<file path="src/rtl/blkmem_pkg.sv">
package blkmem_pkg;

   localparam int FLAG_W = 8;
   localparam int FB_S   = 7;
   localparam int FB_Z   = 6;
   localparam int FB_H   = 4;
   localparam int FB_PV  = 2;
   localparam int FB_N   = 1;
   localparam int FB_C   = 0;

   typedef enum logic [1:0] {
      ST_IDLE = 2'd0,
      ST_READ = 2'd1,
      ST_EXEC = 2'd2,
      ST_FIN  = 2'd3
   } seq_state_t;

   // bit 2 = repeat, bit 1 = down, bit 0 = search
   typedef struct packed {
      logic rpt;
      logic down;
      logic cmp;
   } blk_mode_t;

endpackage

</file>
<file path="src/rtl/blkmem_ptr.sv">
module blkmem_ptr #(
   parameter int AW = 16
) (
   input  logic          clk,
   input  logic          rst_n,
   input  logic          load,
   input  logic [AW-1:0] load_val,
   input  logic          step,
   input  logic          down,
   output logic [AW-1:0] q
);
   localparam logic [AW-1:0] ONE = AW'(1);

   logic [AW-1:0] q_next;

   always_comb begin
      q_next = q;
      if (load)
         q_next = load_val;
      else if (step)
         q_next = down ? (q - ONE) : (q + ONE);
   end

   always_ff @(posedge clk) begin
      if (!rst_n) q <= '0;
      else        q <= q_next;
   end

   // each step moves the pointer by exactly one in the selected direction
   assert_ptr_step_R4: assert property (@(posedge clk) disable iff (!rst_n)
      (step && !load) |=> (q == ($past(down) ? ($past(q) - ONE) : ($past(q) + ONE))));

endmodule

</file>
<file path="src/rtl/blkmem_cnt.sv">
module blkmem_cnt #(
   parameter int CW = 16
) (
   input  logic          clk,
   input  logic          rst_n,
   input  logic          load,
   input  logic [CW-1:0] load_val,
   input  logic          dec,
   output logic [CW-1:0] q,
   output logic          more
);
   localparam logic [CW-1:0] ONE = CW'(1);

   always_ff @(posedge clk) begin
      if (!rst_n)    q <= '0;
      else if (load) q <= load_val;
      else if (dec)  q <= q - ONE;
   end

   // remaining count after this decrement is nonzero (zero wraps to all ones)
   assign more = (q != ONE);

   // decrement is modulo 2^CW
   assert_cnt_wrap_R10: assert property (@(posedge clk) disable iff (!rst_n)
      (dec && !load) |=> (q == $past(q) - ONE));

endmodule

</file>
<file path="src/rtl/blkmem_flags.sv">
module blkmem_flags
   import blkmem_pkg::*;
#(
   parameter int DW = 8
) (
   input  logic [FLAG_W-1:0] flags_cur,
   input  logic              is_cmp,
   input  logic [DW-1:0]     acc,
   input  logic [DW-1:0]     data,
   input  logic              more,
   output logic [FLAG_W-1:0] flags_nxt,
   output logic              match
);
   logic [DW-1:0] diff;

   assign diff  = acc - data;
   assign match = (diff == '0);

   always_comb begin
      flags_nxt         = flags_cur;
      flags_nxt[FB_H]   = 1'b0;
      if (is_cmp) begin
         flags_nxt[FB_N]  = 1'b1;
         flags_nxt[FB_S]  = diff[DW-1];
         flags_nxt[FB_Z]  = match;
         flags_nxt[FB_PV] = match | more;
      end else begin
         flags_nxt[FB_N]  = 1'b0;
         flags_nxt[FB_PV] = more;
      end
   end

endmodule

</file>
<file path="src/rtl/blkmem_seq.sv">
module blkmem_seq
   import blkmem_pkg::*;
#(
   parameter int AW = 16,
   parameter int DW = 8,
   parameter int CW = 16
) (
   input  logic              clk,
   input  logic              rst_n,
   input  logic              start,
   input  logic [2:0]        mode,
   input  logic [DW-1:0]     acc,
   input  logic [AW-1:0]     hl_in,
   input  logic [AW-1:0]     de_in,
   input  logic [CW-1:0]     bc_in,
   input  logic [FLAG_W-1:0] flags_in,
   output logic [AW-1:0]     mem_addr,
   input  logic [DW-1:0]     mem_rdata,
   output logic [DW-1:0]     mem_wdata,
   output logic              mem_we,
   output logic [AW-1:0]     hl_out,
   output logic [AW-1:0]     de_out,
   output logic [CW-1:0]     bc_out,
   output logic [FLAG_W-1:0] flags_out,
   output logic              done
);
   localparam int NPTR   = 2;
   localparam int PI_SRC = 0;
   localparam int PI_DST = 1;

   if (AW < 2) begin : g_bad_aw
      $error("blkmem_seq: AW must be at least 2");
   end
   if (DW < 2) begin : g_bad_dw
      $error("blkmem_seq: DW must be at least 2");
   end
   if (CW < 2) begin : g_bad_cw
      $error("blkmem_seq: CW must be at least 2");
   end

   seq_state_t        st_q, st_d;
   blk_mode_t         mode_q;
   logic [DW-1:0]     acc_q, data_q;
   logic [FLAG_W-1:0] flags_q, flags_nxt;
   logic [CW-1:0]     cnt_q;
   logic [AW-1:0]     ptr_q    [NPTR];
   logic [AW-1:0]     ptr_init [NPTR];
   logic [NPTR-1:0]   ptr_step;
   logic              take, exec, cnt_more, match, keep_going;

   assign take = (st_q == ST_IDLE) && start;
   assign exec = (st_q == ST_EXEC);

   always_comb begin
      ptr_init[PI_SRC] = hl_in;
      ptr_init[PI_DST] = de_in;
      ptr_step[PI_SRC] = exec;
      ptr_step[PI_DST] = exec && !mode_q.cmp;
   end

   for (genvar g = 0; g < NPTR; g++) begin : g_ptr
      blkmem_ptr #(.AW(AW)) u_ptr (
         .clk      (clk),
         .rst_n    (rst_n),
         .load     (take),
         .load_val (ptr_init[g]),
         .step     (ptr_step[g]),
         .down     (mode_q.down),
         .q        (ptr_q[g])
      );
   end

   blkmem_cnt #(.CW(CW)) u_cnt (
      .clk      (clk),
      .rst_n    (rst_n),
      .load     (take),
      .load_val (bc_in),
      .dec      (exec),
      .q        (cnt_q),
      .more     (cnt_more)
   );

   blkmem_flags #(.DW(DW)) u_flags (
      .flags_cur (flags_q),
      .is_cmp    (mode_q.cmp),
      .acc       (acc_q),
      .data      (data_q),
      .more      (cnt_more),
      .flags_nxt (flags_nxt),
      .match     (match)
   );

   assign keep_going = mode_q.rpt && cnt_more && !(mode_q.cmp && match);

   always_comb begin
      st_d = st_q;
      case (st_q)
         ST_IDLE: if (start) st_d = ST_READ;
         ST_READ: st_d = ST_EXEC;
         ST_EXEC: st_d = keep_going ? ST_READ : ST_FIN;
         default: st_d = ST_IDLE;
      endcase
   end

   always_ff @(posedge clk) begin
      if (!rst_n) begin
         st_q    <= ST_IDLE;
         mode_q  <= '0;
         acc_q   <= '0;
         data_q  <= '0;
         flags_q <= '0;
      end else begin
         st_q <= st_d;
         if (take) begin
            mode_q  <= blk_mode_t'(mode);
            acc_q   <= acc;
            flags_q <= flags_in;
         end
         if (st_q == ST_READ) data_q <= mem_rdata;
         if (exec) flags_q <= flags_nxt;
      end
   end

   assign mem_we    = exec && !mode_q.cmp;
   assign mem_addr  = mem_we ? ptr_q[PI_DST] : ptr_q[PI_SRC];
   assign mem_wdata = data_q;
   assign hl_out    = ptr_q[PI_SRC];
   assign de_out    = ptr_q[PI_DST];
   assign bc_out    = cnt_q;
   assign flags_out = flags_q;
   assign done      = (st_q == ST_FIN);

   // completion pulse lasts one clock
   assert_done_pulse_R11: assert property (@(posedge clk) disable iff (!rst_n)
      done |=> !done);

   // results hold after completion
   assert_results_hold_R11: assert property (@(posedge clk) disable iff (!rst_n)
      done |=> ($stable(bc_out) && $stable(flags_out) && $stable(hl_out)));

   // a write is always preceded by its read cycle and never repeats
   assert_write_after_read_R3: assert property (@(posedge clk) disable iff (!rst_n)
      mem_we |-> ($past(st_q) == ST_READ));
   assert_single_write_R3: assert property (@(posedge clk) disable iff (!rst_n)
      mem_we |=> !mem_we);

   // operation code is frozen while busy
   assert_mode_held_R2: assert property (@(posedge clk) disable iff (!rst_n)
      (st_q != ST_IDLE) |=> $stable(mode_q));

   // carry never changes during an operation
   assert_carry_kept_R7: assert property (@(posedge clk) disable iff (!rst_n)
      ((st_q != ST_IDLE) && ($past(st_q) != ST_IDLE)) |-> (flags_q[FB_C] == $past(flags_q[FB_C])));

   // a search match ends the operation
   assert_stop_on_match_R9: assert property (@(posedge clk) disable iff (!rst_n)
      (exec && mode_q.cmp && match) |=> done);

endmodule

</file>
<file path="config.mk">
export PLATFORM = sky130hd
export DESIGN_NAME = blkmem_seq
export DESIGN_NICKNAME = d
export VERILOG_FILES = /design/src/rtl/blkmem_pkg.sv /design/src/rtl/blkmem_ptr.sv /design/src/rtl/blkmem_cnt.sv /design/src/rtl/blkmem_flags.sv /design/src/rtl/blkmem_seq.sv
export SDC_FILE = /design/constraint.sdc
export NUM_CORES = 1
export LEC_CHECK = 0
export ABC_AREA = 1
export BUFFER_PORTS_ARGS = -buffer_cell sky130_fd_sc_hd__buf_2
export CAP_MARGIN = 20
export CORE_ASPECT_RATIO = 0.75
export CORE_MARGIN = 2
export CORE_UTILIZATION = 50
export DETAILED_ROUTE_END_ITERATION = 12
export GPL_TIMING_DRIVEN = 0
export PLACE_DENSITY = 0.77
export REMOVE_ABC_BUFFERS = 1
export SLEW_MARGIN = 20
export SYNTH_ARGS = -nofsm -noshare
export SYNTH_HDL_FRONTEND = slang
export SYNTH_HIERARCHICAL = 1
export SYNTH_SLANG_ARGS = --single-unit
</file>
<file path="constraint.sdc">
create_clock -name clk -period 4.2 [get_ports clk]
set_input_delay 0.21 -clock clk [delete_from_list [all_inputs] [get_ports clk]]
set_output_delay 0.21 -clock clk [all_outputs]
set_load 0.02 [all_outputs]
</file>
==> impl_results.md <==
- CTS root buf: clkbuf_16
- Reg2Reg Capture Point: u_cnt/q[5]
- Standard-cell rows: 35
- Clk_lat worst skew: roughly 340 ps
- Gr ovfl total: 0
- Largest net degree at the start of global routing: 54
- Worst-Margin Slew: 1010 ps
- Sequential fraction of the synthesis area: 0.248
- Worst rel slew slack: 0.323
- Worst hold slack: 84.4 ps
- Clk buf depth: 2
- First-pass GRT wire length: about 27000 µm
- Final setup vio count: 0
- Pleak: 0.00403 µW
- Net Sw Frac: 0.399
- Ys Warns: 6
- Vias per Instance: around 5
- Setup TNS: 0 ps
- # Post-CTS Setup Buffers: 0
- H-tree depth: 3
- Post-Synthesis Cell Area: 6220 µm²
- Max VDD drop: 0.202 mV
- CTS Buf Count: 9
- Die ar.: about 13000 µm²
- Crit share post-route: 0.561
- RSZ-0062 raised after global routing: no
- FMAX: about 420 MHz
- WHS Endpoint: mem_wdata[6]
- Post-CTS resize count: 0
- Clk slew on worst S/H paths: 70 ps
- Synth area leaders: dfxtp_1 (25%), nand2_1 (19%), inv_1 (7.5%), ha_1 (7.4%), nor2_1 (6.2%)
- Clk pwr share: 0.301
- Register-to-register setup slack: 1840 ps
- Net Sw Power: 1030 µW
- Number of I/O port buffers: 159
- Reg2reg start: st_q[1]
- Post-route cell area: 7320 µm²
- Layout cells sized above 1: 0.219
- DP Area: around 7000 µm²
- Hold Startpoint: mem_rdata[6]
- Comb pwr share: 0.354
- Post-Syn Area per Cell: around 6.3 µm²
- Hold Crit Class: input port to flip-flop
- Vias post-DR: ~6500
- Leading area contributor after synthesis: dfxtp_1
- Starting density of the core: 0.509
- Most common cell after layout, fill and taps aside: nand2_1
- DR iter-0 viols: between 300 and 400
- P&R area growth vs syn: 17.8%
- Cells on worst reg2reg path: 9
- Share of the synthesized area in the top cell type: 0.248
- Number of global-route vias before repair: 5725
- CTS tree: done
- CTS Hold Bufs: 0
- Crit path kind: flip-flop to flip-flop
- CP Capture Type: flip-flop
- Tmin final: 2360 ps
- Total GRT Usage: 0.250
- Post-DP HPWL: between 10000 and 15000 µm
- Crit path launch type: flip-flop
- DP Worst Slack: 1830 ps
- Gate count after technology mapping: 991
- Netlist cell types: 45
- Sinks on Clock Net: 77
- Drt pass-1 iters: 5
- Critical Path AT: 2600 ps
- Inserted Diodes: 0
- Status: finished, final reports clean
- DR DRC count: 0
- Final wirelength: 16600 µm
- Die width: 133 µm
- Io pins: 160
- Crit Path Max Fanout: 53
- Die Ht: 101 µm
- Max Transition Viols Final: 0
- PwrDens: 352 nW/µm²
- Internal cell power: 1550 µW
- Seq cells post-synth: 77
- Reg power frac: 0.345
- Filler cells: 1213
- Hold depth: 3
- Nets: 1251
- Most frequent cells in the layout: nand2_1 (320), buf_2 (159), inv_1 (124)
- Setup WS post-layout: between 1500 and 2000 ps
- Wire per inst: about 13 µm
- Placer Congestion: 0.906
- Number of max-cap violations: 0
- Final ANT Viol Nets: 0
- Core box area: around 12000 µm²
- Initial antenna violation count: 0
- Max Clock Skew: 7.45 ps
- Final hold violation count: 0
- Worst path required time: between 4000 and 5000 ps
-- registers in the layout, summed over array words and instances, names as in the netlist --
name           cells
acc_q              8
g_ptr.u_ptr/q     32
mode_q             3
u_cnt/q           16
st_q               2
flags_out          8
mem_wdata          8
-- how the worst max path moves through the flow --
stage                       start    endpoint  cells after the start
after floorplan           st_q[1]  u_cnt/q[9]                     10
after global placement    st_q[1]  u_cnt/q[9]                     10
after detailed placement  st_q[1]  u_cnt/q[5]                      9
after CTS                 st_q[1]  u_cnt/q[5]                      9
after global routing      st_q[1]  u_cnt/q[5]                      9
final                     st_q[1]  u_cnt/q[5]                      9
-- synth_stat cells (all sizes together) --
cell	n
xnor2	4
fa	2
or3	1
or2	13
o21bai	1
nor2	124
and2	3
clkinv	2
clkbuf	9
buf	19
nand3	66
ha	37
o21ai	30
a22oi	30
nand4	6
inv	138
o211ai	1
conb	1
nand2	334
a21oi	52
nor3	11
xor2	8
dfxtp	77
a31oi	10
nand3b	12
-- layout make-up --
cell class	instances	area (µm²)	share of cell area
inverter	140	533	0.0728
tap	166	208	0.0284
timing repair buffer	160	823	0.112
sequential	77	1540	0.211
clock inverter	7	65.1	0.00889
clock buffer	9	225	0.0308
multi-input combinational	746	3920	0.536
-- per-layer routing --
metal  vias to the layer above  share of wire  routed length (µm)  track usage
met2                       180           0.44                7330        0.400
met4                         0          0.015                 257       0.0662
met3                        20          0.057                 952       0.0407
li1                       3423              -                   -            -
met1                      2870           0.49                8110        0.352
met5                         -              0                   0            0
-- logic make-up after synthesis --
kind of cell / share of synthesized area
simple gates: 0.410
buf+inv: 0.121
compound gates: 0.123
flops: 0.248
fa+ha+maj: 0.0809
xor+xnor: 0.0169
other cells: 0.000603
-- critical path, cell delays in order (launching register included) --
cell and delay, ps:
dfxtp_1 360, nor2_2 330, nand2_1 380, inv_4 320, buf_16 300, nor2_4 120, a22oi_1 200, o211ai_1 110
nand2_1 70, inv_1 40
-- stage by stage --
step,util,instances,total power (µW)
6_report,0.599,1305,2580
4_1_cts,0.599,1305,2590
2_1_floorplan,-,963,1550
3_5_place_dp,0.575,1289,1810
5_1_grt,0.599,1305,2750
3_3_place_gp,0.573,1288,1790
-- power by group through the flow --
stage | logic (µW) | registers [µW] | clock network (µW)
finish | 912 | 890 | 774
global placement | 886 | 903 | 0
floorplan | 601 | 946 | 0
detailed placement | 904 | 905 | 0
CTS | 911 | 888 | 792
global route | 1030 | 900 | 820
(Power assumes the default switching activity.)
